[src/rtl/adc_scan_pkg.sv]
package adc_scan_pkg;

    localparam int unsigned NUM_CH_DEF = 8;
    localparam int unsigned DATA_W_DEF = 12;

    typedef enum logic {
        ST_IDLE,
        ST_CONV
    } scan_state_e;

    // Kind of conversion currently in flight
    typedef enum logic {
        JOB_SCAN,
        JOB_TOP
    } job_kind_e;

    // Index of the lowest set bit (0 when empty); supports up to 32 channels
    function automatic int unsigned first_set(input logic [31:0] v);
        int unsigned idx;
        idx = 0;
        for (int i = 31; i >= 0; i--) begin
            if (v[i]) idx = i;
        end
        return idx;
    endfunction

endpackage

[src/rtl/adc_chan_mask.sv]
module adc_chan_mask #(
    parameter int unsigned NUM_CH = adc_scan_pkg::NUM_CH_DEF
) (
    input  logic              clk,
    input  logic              rst,
    input  logic              set_wr_i,
    input  logic [NUM_CH-1:0] set_bits_i,
    input  logic              clr_wr_i,
    input  logic [NUM_CH-1:0] clr_bits_i,
    output logic [NUM_CH-1:0] mask_o
);

    logic [NUM_CH-1:0] set_eff;
    logic [NUM_CH-1:0] clr_eff;

    assign set_eff = set_wr_i ? set_bits_i : '0;
    assign clr_eff = clr_wr_i ? clr_bits_i : '0;

    always_ff @(posedge clk) begin
        if (rst) begin
            mask_o <= '0;
        end else begin
            mask_o <= (mask_o | set_eff) & ~clr_eff;
        end
    end


    mask_clr_wins_chk: assert property (@(posedge clk) disable iff (rst)
        clr_wr_i |=> ((mask_o & $past(clr_bits_i)) == '0));


    mask_set_chk: assert property (@(posedge clk) disable iff (rst)
        (set_wr_i && !clr_wr_i) |=> ((mask_o & $past(set_bits_i)) == $past(set_bits_i)));

endmodule

[src/rtl/adc_top_trig.sv]
module adc_top_trig (
    input  logic clk,
    input  logic rst,
    input  logic trig_i,
    input  logic dual_i,
    input  logic top_en_i,
    input  logic ack_i,
    output logic pend_o
);

    logic take;

    assign take = trig_i && dual_i && top_en_i;

    always_ff @(posedge clk) begin
        if (rst) begin
            pend_o <= 1'b0;
        end else if (take) begin
            pend_o <= 1'b1;
        end else if (ack_i) begin
            pend_o <= 1'b0;
        end
    end


    top_pend_hold_chk: assert property (@(posedge clk) disable iff (rst)
        (pend_o && !ack_i) |=> pend_o);


    top_ignored_chk: assert property (@(posedge clk) disable iff (rst)
        (!pend_o && !dual_i) |=> !pend_o);

endmodule

[src/rtl/adc_scan_engine.sv]
module adc_scan_engine
    import adc_scan_pkg::*;
#(
    parameter int unsigned NUM_CH = NUM_CH_DEF,
    parameter int unsigned DATA_W = DATA_W_DEF,
    localparam int unsigned CH_W  = $clog2(NUM_CH)
) (
    input  logic              clk,
    input  logic              rst,
    input  logic [NUM_CH-1:0] mask_i,
    input  logic              dual_i,
    input  logic              start_i,
    input  logic              top_pend_i,
    output logic              top_ack_o,
    input  logic              conv_done_i,
    input  logic [DATA_W-1:0] conv_data_i,
    output logic              busy_o,
    output logic              conv_req_o,
    output logic [CH_W-1:0]   conv_ch_o,
    output logic              res_valid_o,
    output logic [CH_W-1:0]   res_ch_o,
    output logic [DATA_W-1:0] res_data_o,
    output logic              seq_done_o
);

    localparam logic [CH_W-1:0]   TOP_CH  = CH_W'(NUM_CH - 1);
    localparam logic [NUM_CH-1:0] TOP_BIT = NUM_CH'(1) << (NUM_CH - 1);

    scan_state_e       state_q;
    job_kind_e         job_q;
    logic [NUM_CH-1:0] pend_q;
    logic [CH_W-1:0]   cur_ch_q;
    logic              excl_top_q;
    logic [NUM_CH-1:0] scan_sel;
    logic              idle_top_go;
    logic              tail_top_go;
    logic              last_done;

    assign scan_sel    = mask_i & ~(dual_i ? TOP_BIT : '0);
    assign last_done   = (state_q == ST_CONV) && conv_done_i && (pend_q == '0);
    assign idle_top_go = (state_q == ST_IDLE) && !start_i && top_pend_i;
    assign tail_top_go = last_done && top_pend_i;
    assign top_ack_o   = idle_top_go || tail_top_go;

    assign busy_o     = (state_q == ST_CONV);
    assign conv_req_o = (state_q == ST_CONV);
    assign conv_ch_o  = cur_ch_q;

    always_ff @(posedge clk) begin
        if (rst) begin
            state_q     <= ST_IDLE;
            job_q       <= JOB_SCAN;
            pend_q      <= '0;
            cur_ch_q    <= '0;
            excl_top_q  <= 1'b0;
            res_valid_o <= 1'b0;
            res_ch_o    <= '0;
            res_data_o  <= '0;
            seq_done_o  <= 1'b0;
        end else begin
            res_valid_o <= 1'b0;
            seq_done_o  <= 1'b0;
            case (state_q)
                ST_IDLE: begin
                    if (start_i) begin
                        excl_top_q <= dual_i;
                        if (scan_sel == '0) begin
                            seq_done_o <= 1'b1;
                        end else begin
                            cur_ch_q <= CH_W'(first_set(32'(scan_sel)));
                            pend_q   <= scan_sel & (scan_sel - NUM_CH'(1));
                            job_q    <= JOB_SCAN;
                            state_q  <= ST_CONV;
                        end
                    end else if (top_pend_i) begin
                        cur_ch_q <= TOP_CH;
                        pend_q   <= '0;
                        job_q    <= JOB_TOP;
                        state_q  <= ST_CONV;
                    end
                end
                ST_CONV: begin
                    if (conv_done_i) begin
                        res_valid_o <= 1'b1;
                        res_ch_o    <= cur_ch_q;
                        res_data_o  <= conv_data_i;
                        if (pend_q != '0) begin
                            cur_ch_q <= CH_W'(first_set(32'(pend_q)));
                            pend_q   <= pend_q & (pend_q - NUM_CH'(1));
                        end else begin
                            if (job_q == JOB_SCAN) seq_done_o <= 1'b1;
                            if (top_pend_i) begin
                                cur_ch_q <= TOP_CH;
                                job_q    <= JOB_TOP;
                            end else begin
                                state_q <= ST_IDLE;
                            end
                        end
                    end
                end
                default: state_q <= ST_IDLE;
            endcase
        end
    end


    req_hold_chk: assert property (@(posedge clk) disable iff (rst)
        (conv_req_o && !conv_done_i) |=> (conv_req_o && $stable(conv_ch_o)));


    res_after_done_chk: assert property (@(posedge clk) disable iff (rst)
        res_valid_o |-> $past(conv_req_o && conv_done_i));


    ascend_chk: assert property (@(posedge clk) disable iff (rst)
        (conv_req_o && conv_done_i && (pend_q != '0)) |=>
            (conv_req_o && (conv_ch_o > $past(conv_ch_o))));


    top_excluded_chk: assert property (@(posedge clk) disable iff (rst)
        (conv_req_o && (job_q == JOB_SCAN) && excl_top_q) |-> (conv_ch_o != TOP_CH));


    done_then_quiet_chk: assert property (@(posedge clk) disable iff (rst)
        seq_done_o |-> (!conv_req_o || (job_q == JOB_TOP)));

endmodule

[src/rtl/adc_scan_seq.sv]
module adc_scan_seq #(
    parameter int unsigned NUM_CH = adc_scan_pkg::NUM_CH_DEF,
    parameter int unsigned DATA_W = adc_scan_pkg::DATA_W_DEF,
    localparam int unsigned CH_W  = $clog2(NUM_CH)
) (
    input  logic              clk,
    input  logic              rst,
    input  logic              en_set_wr_i,
    input  logic [NUM_CH-1:0] en_set_bits_i,
    input  logic              en_clr_wr_i,
    input  logic [NUM_CH-1:0] en_clr_bits_i,
    input  logic              dual_mode_i,
    input  logic              start_i,
    input  logic              top_trig_i,
    input  logic              conv_done_i,
    input  logic [DATA_W-1:0] conv_data_i,
    output logic [NUM_CH-1:0] mask_o,
    output logic              busy_o,
    output logic              conv_req_o,
    output logic [CH_W-1:0]   conv_ch_o,
    output logic              res_valid_o,
    output logic [CH_W-1:0]   res_ch_o,
    output logic [DATA_W-1:0] res_data_o,
    output logic              seq_done_o
);

    logic top_pend;
    logic top_ack;

    adc_chan_mask #(.NUM_CH(NUM_CH)) i_mask (
        .clk        (clk),
        .rst        (rst),
        .set_wr_i   (en_set_wr_i),
        .set_bits_i (en_set_bits_i),
        .clr_wr_i   (en_clr_wr_i),
        .clr_bits_i (en_clr_bits_i),
        .mask_o     (mask_o)
    );

    adc_top_trig i_top (
        .clk      (clk),
        .rst      (rst),
        .trig_i   (top_trig_i),
        .dual_i   (dual_mode_i),
        .top_en_i (mask_o[NUM_CH-1]),
        .ack_i    (top_ack),
        .pend_o   (top_pend)
    );

    adc_scan_engine #(.NUM_CH(NUM_CH), .DATA_W(DATA_W)) i_engine (
        .clk         (clk),
        .rst         (rst),
        .mask_i      (mask_o),
        .dual_i      (dual_mode_i),
        .start_i     (start_i),
        .top_pend_i  (top_pend),
        .top_ack_o   (top_ack),
        .conv_done_i (conv_done_i),
        .conv_data_i (conv_data_i),
        .busy_o      (busy_o),
        .conv_req_o  (conv_req_o),
        .conv_ch_o   (conv_ch_o),
        .res_valid_o (res_valid_o),
        .res_ch_o    (res_ch_o),
        .res_data_o  (res_data_o),
        .seq_done_o  (seq_done_o)
    );

endmodule

[config.mk]
export PLATFORM = sky130hd
export DESIGN_NAME = adc_scan_seq
export DESIGN_NICKNAME = d
export VERILOG_FILES = /design/src/rtl/adc_scan_pkg.sv /design/src/rtl/adc_chan_mask.sv /design/src/rtl/adc_top_trig.sv /design/src/rtl/adc_scan_engine.sv /design/src/rtl/adc_scan_seq.sv
export SDC_FILE = /design/constraint.sdc
export NUM_CORES = 1
export LEC_CHECK = 0
export BUFFER_PORTS_ARGS = -buffer_cell sky130_fd_sc_hd__buf_2
export CORE_ASPECT_RATIO = 0.9
export CORE_UTILIZATION = 52
export DETAILED_ROUTE_END_ITERATION = 8
export PLACE_DENSITY = 0.84
export SYNTH_ARGS = -nofsm -noshare
export SYNTH_HDL_FRONTEND = slang
export SYNTH_SLANG_ARGS = --single-unit
[constraint.sdc]
create_clock -name clk -period 3.1 [get_ports clk]
set_input_delay 0.775 -clock clk [delete_from_list [all_inputs] [get_ports clk]]
set_output_delay 0.775 -clock clk [all_outputs]
set_load 0.02 [all_outputs]
==> impl_metrics.tcl <==
set metrics [dict create \
    ff2ff_path_depth 5 \
    drive_gt1_share_pct 31.8 \
    finalHoldViolCount 0 \
    required_ns 3.30 \
    antenna_found_initial 0 \
    hold_class "flip-flop to flip-flop" \
    post_cts_resized 0 \
    synth-main-ff-cell "dfxtp_1" \
    post-place-ws_ns 0.702 \
    setup_viol 0 \
    cts_tree "yes" \
    chipHeight_um 56.4 \
    synth_top_family_by_area "compound AO/OA/AOI/OAI gates" \
    grt.overflow.total 0 \
    leakage_nw 0.909 \
    grt_max_degree 40 \
    fillers 281 \
    post-route-period-util_pct 68.6 \
    cts_buffer_depth 2 \
    num_antenna_cells 0 \
    dr.first_iter.drc_count 102 \
    p_total_mw 1.16 \
    min_period_ns 2.13 \
    insertion_delay_ns 0.33 \
    wl_per_cell_um 12.7 \
    crit_family "simple AND/OR/NAND/NOR gates" \
    drt-vias-per-instance 5.60 \
    cts.clk_slew.worst_paths_ns 0.11 \
    critPathKind "flip-flop to flip-flop" \
    synth.distinct_cells 46 \
    start_util_pct 55.3 \
    areaGrowthSynthToFinish_pct 24.2 \
    end_kind "flip-flop" \
    hold_path_startpoint "i_engine.res_ch_o[0]$_SDFFE_PP0P_" \
    place_inst 295 \
    hpwl_mm 2.78 \
    fin_area_sq_um 2120 \
    ioPinCount 66 \
    numCtsBuffers 5 \
    portBuffers 65 \
    synthArstFlopShare_pct 0 \
    htreeDepth 2 \
    worst-path-buf-inv 0 \
    synth_nets 239 \
    grt_setup_unrepaired "false" \
    crit_chain "nor2b_2 > nor4b_4 > nor4_2 > a21bo_1 > a21oi_1" \
    finalSetupTns_ns 0 \
    grt_pass1_vias 1540 \
    nNetsFinal 296 \
    syn_area_per_cell_sq_um 8.43 \
    synth_compound_area_share_pct 27.8 \
    design.die.area_sq_um 3520 \
    route.detailed.drc 0 \
    worst_pin_slew_ns 0.671 \
    syn_inst 203 \
    p_per_area_nw_per_um2 548 \
    yosys.area_share.adder_pct 0 \
    cts_root_buf "clkbuf_4" \
    drv_cap 0 \
    status "completed" \
    fp.dieW_um 62.5 \
    ys_ff_latch 38 \
    synth_mux_area_share_pct 0 \
    core-area_sq_um 3090 \
    synth-xor-area-share_pct 0 \
    gp_congestion 0.799 \
    hold_depth 2 \
    synth-seq-area-share_pct 44.5 \
    place_area_sq_um 2010 \
    worstReg2RegEnd "i_engine.pend_q[5]$_SDFFE_PP0P_" \
    yosys.area_share.simple_pct 22.7 \
    track_usage_pct 24.0 \
    ant_nets 0 \
    cts_hold_buf 0 \
    first_pass_iters 4 \
    cts_setup_buffers 0 \
    max_stage_delay_ns 0.72 \
    ys_warn_count 0 \
    syn_area_sq_um 1710 \
    synth_edf_count 0 \
    worst_path_max_delay_cell "dfxtp_1" \
    max_slew_margin_pct 54.9 \
    wirelength_mm 3.84 \
    cts.sinks 38 \
    final.setup_skew_ns 0.00520 \
    worstSetupStartpointType "flip-flop" \
    fin_cells 303 \
    crit_arrival_ns 2.33 \
    critPathMaxFanout 20 \
    r2r-start "i_engine.busy_o$_SDFF_PP0_" \
    hold_path_end "i_engine.res_ch_o[0]$_SDFFE_PP0P_" \
    setup_slack_ns 0.974 \
    num_rows 19 \
    grt_pass1_wl_mm 6.71 \
    slew_viol_final 0 \
    ir_worst_vdd_mv 0.383 \
    vias 1697 \
    max_clock_freq_mhz 470 \
    r2r_slack_ns 0.97 \
]
==> worst max-delay path by stage <==
stage	end	start	depth (start not counted)	slack, ns
after global routing	i_engine.pend_q[5]$_SDFFE_PP0P_	i_engine.busy_o$_SDFF_PP0_	5	0.82
after floorplan	i_engine.pend_q[7]$_SDFFE_PP0P_	start_i	6	1.06
after CTS	i_engine.pend_q[3]$_SDFFE_PP0P_	i_engine.busy_o$_SDFF_PP0_	5	0.98
after detailed placement	i_engine.pend_q[3]$_SDFFE_PP0P_	dual_mode_i	6	0.70
final	i_engine.pend_q[5]$_SDFFE_PP0P_	i_engine.busy_o$_SDFF_PP0_	5	0.97
after global placement	i_engine.pend_q[3]$_SDFFE_PP0P_	dual_mode_i	6	0.74
==> cells in the mapped netlist, types with 2 or more instances <==
master | n | share of area, %
dfxtp_1 | 38 | 44
nand2_1 | 34 | 7.5
a21oi_1 | 32 | 9.4
nor2_1 | 14 | 3.1
a211oi_1 | 9 | 3.9
clkbuf_1 | 8 | 1.8
buf_4 | 5 | 2.2
nor3_1 | 5 | 1.5
o21ai_0 | 4 | 1.2
a21bo_1 | 3 | 1.8
a31oi_1 | 3 | 1.1
inv_1 | 3 | 0.66
nor2b_1 | 3 | 1.1
or3_1 | 3 | 1.1
a311oi_1 | 2 | 1.0
a32oi_1 | 2 | 1.0
and3_1 | 2 | 0.73
buf_1 | 2 | 0.44
o21bai_1 | 2 | 0.88
o311a_2 | 2 | 1.3
o31ai_1 | 2 | 0.88
==> report_power, final <==
part	switching, mW	leakage (nW)	internal [mW]
Combinational	0.115	0.541	0.0801
Clock	0.156	0.0585	0.273
Sequential	0.0270	0.309	0.512
Total	0.298	0.909	0.865
==> cell type report <==
class / instances / area (sq um) / area share [%]
timing repair buffer: 65 / 325 / 15.3
clock buffer: 6 / 51.3 / 2.41
tap: 42 / 52.6 / 2.47
inverter: 3 / 11.3 / 0.530
clock inverter: 2 / 60.1 / 2.83
sequential: 38 / 761 / 35.8
multi-input combinational: 147 / 863 / 40.6
==> cell families (layout without fill, tap and decap cells) <==
kind of cell    Yosys count  in the layout
compound gates           71             71
simple gates             76             76
flops                    38             38
buf+inv                  18             76
==> worst min-delay path: cells and delay by family (launching register included) <==
family / cells / cell delay [ns]
flip-flops: 1 / 0.32
AO/OA/AOI/OAI: 1 / 0.05
AND/OR/NAND/NOR: 1 / 0.05
==> state kept, by name, summed over array words and instances (netlist names) <==
register and cells:
i_engine.job_q 1, i_engine.conv_ch_o 3, i_engine.res_data_o 12, i_engine.seq_done_o 1, i_top.pend_o 1, i_engine.res_valid_o 1, i_mask.mask_o 8, i_engine.res_ch_o 3
i_engine.busy_o 1, i_engine.pend_q 7
==> stage by stage <==
| stage | hold WS [ns] | utilization (%) |
|---|---|---|
| 2_1_floorplan | 0.487 | - |
| 3_5_place_dp | 0.443 | 65.1 |
| 6_report | 0.458 | 68.7 |
| 4_1_cts | 0.459 | 68.7 |
| 5_1_grt | 0.471 | 68.7 |
| 3_3_place_gp | 0.439 | 65.1 |
==> routing by layer <==
layer  wire (um)  vias to the layer above  GRT usage (%)
met4          34                        0           8.31
met2        1790                       55           38.0
met1        1750                      782           31.9
met5           0                        -              0
li1            -                      856              -
met3         267                        4           5.69
==> cells in the final DEF (no fill, tap or decap), drive strengths merged, types with 2 or more instances in the layout <==
cell type	synthesis	layout
buf	7	65
dfxtp	38	38
nand2	34	34
a21oi	32	32
nor2	14	14
a211oi	9	9
clkbuf	8	6
nor3	5	5
o21ai	4	4
nor2b	4	4
or3	3	3
a31oi	3	3
inv	3	3
a21bo	3	3
o311a	3	3
o31ai	2	2
a32oi	2	2
a311oi	2	2
o21bai	2	2
and3	2	2
bufinv	0	2
or4	2	2
nor4	2	2
and2	2	2
or2	2	2
a2111oi	2	2
(Power assumes the default switching activity.)
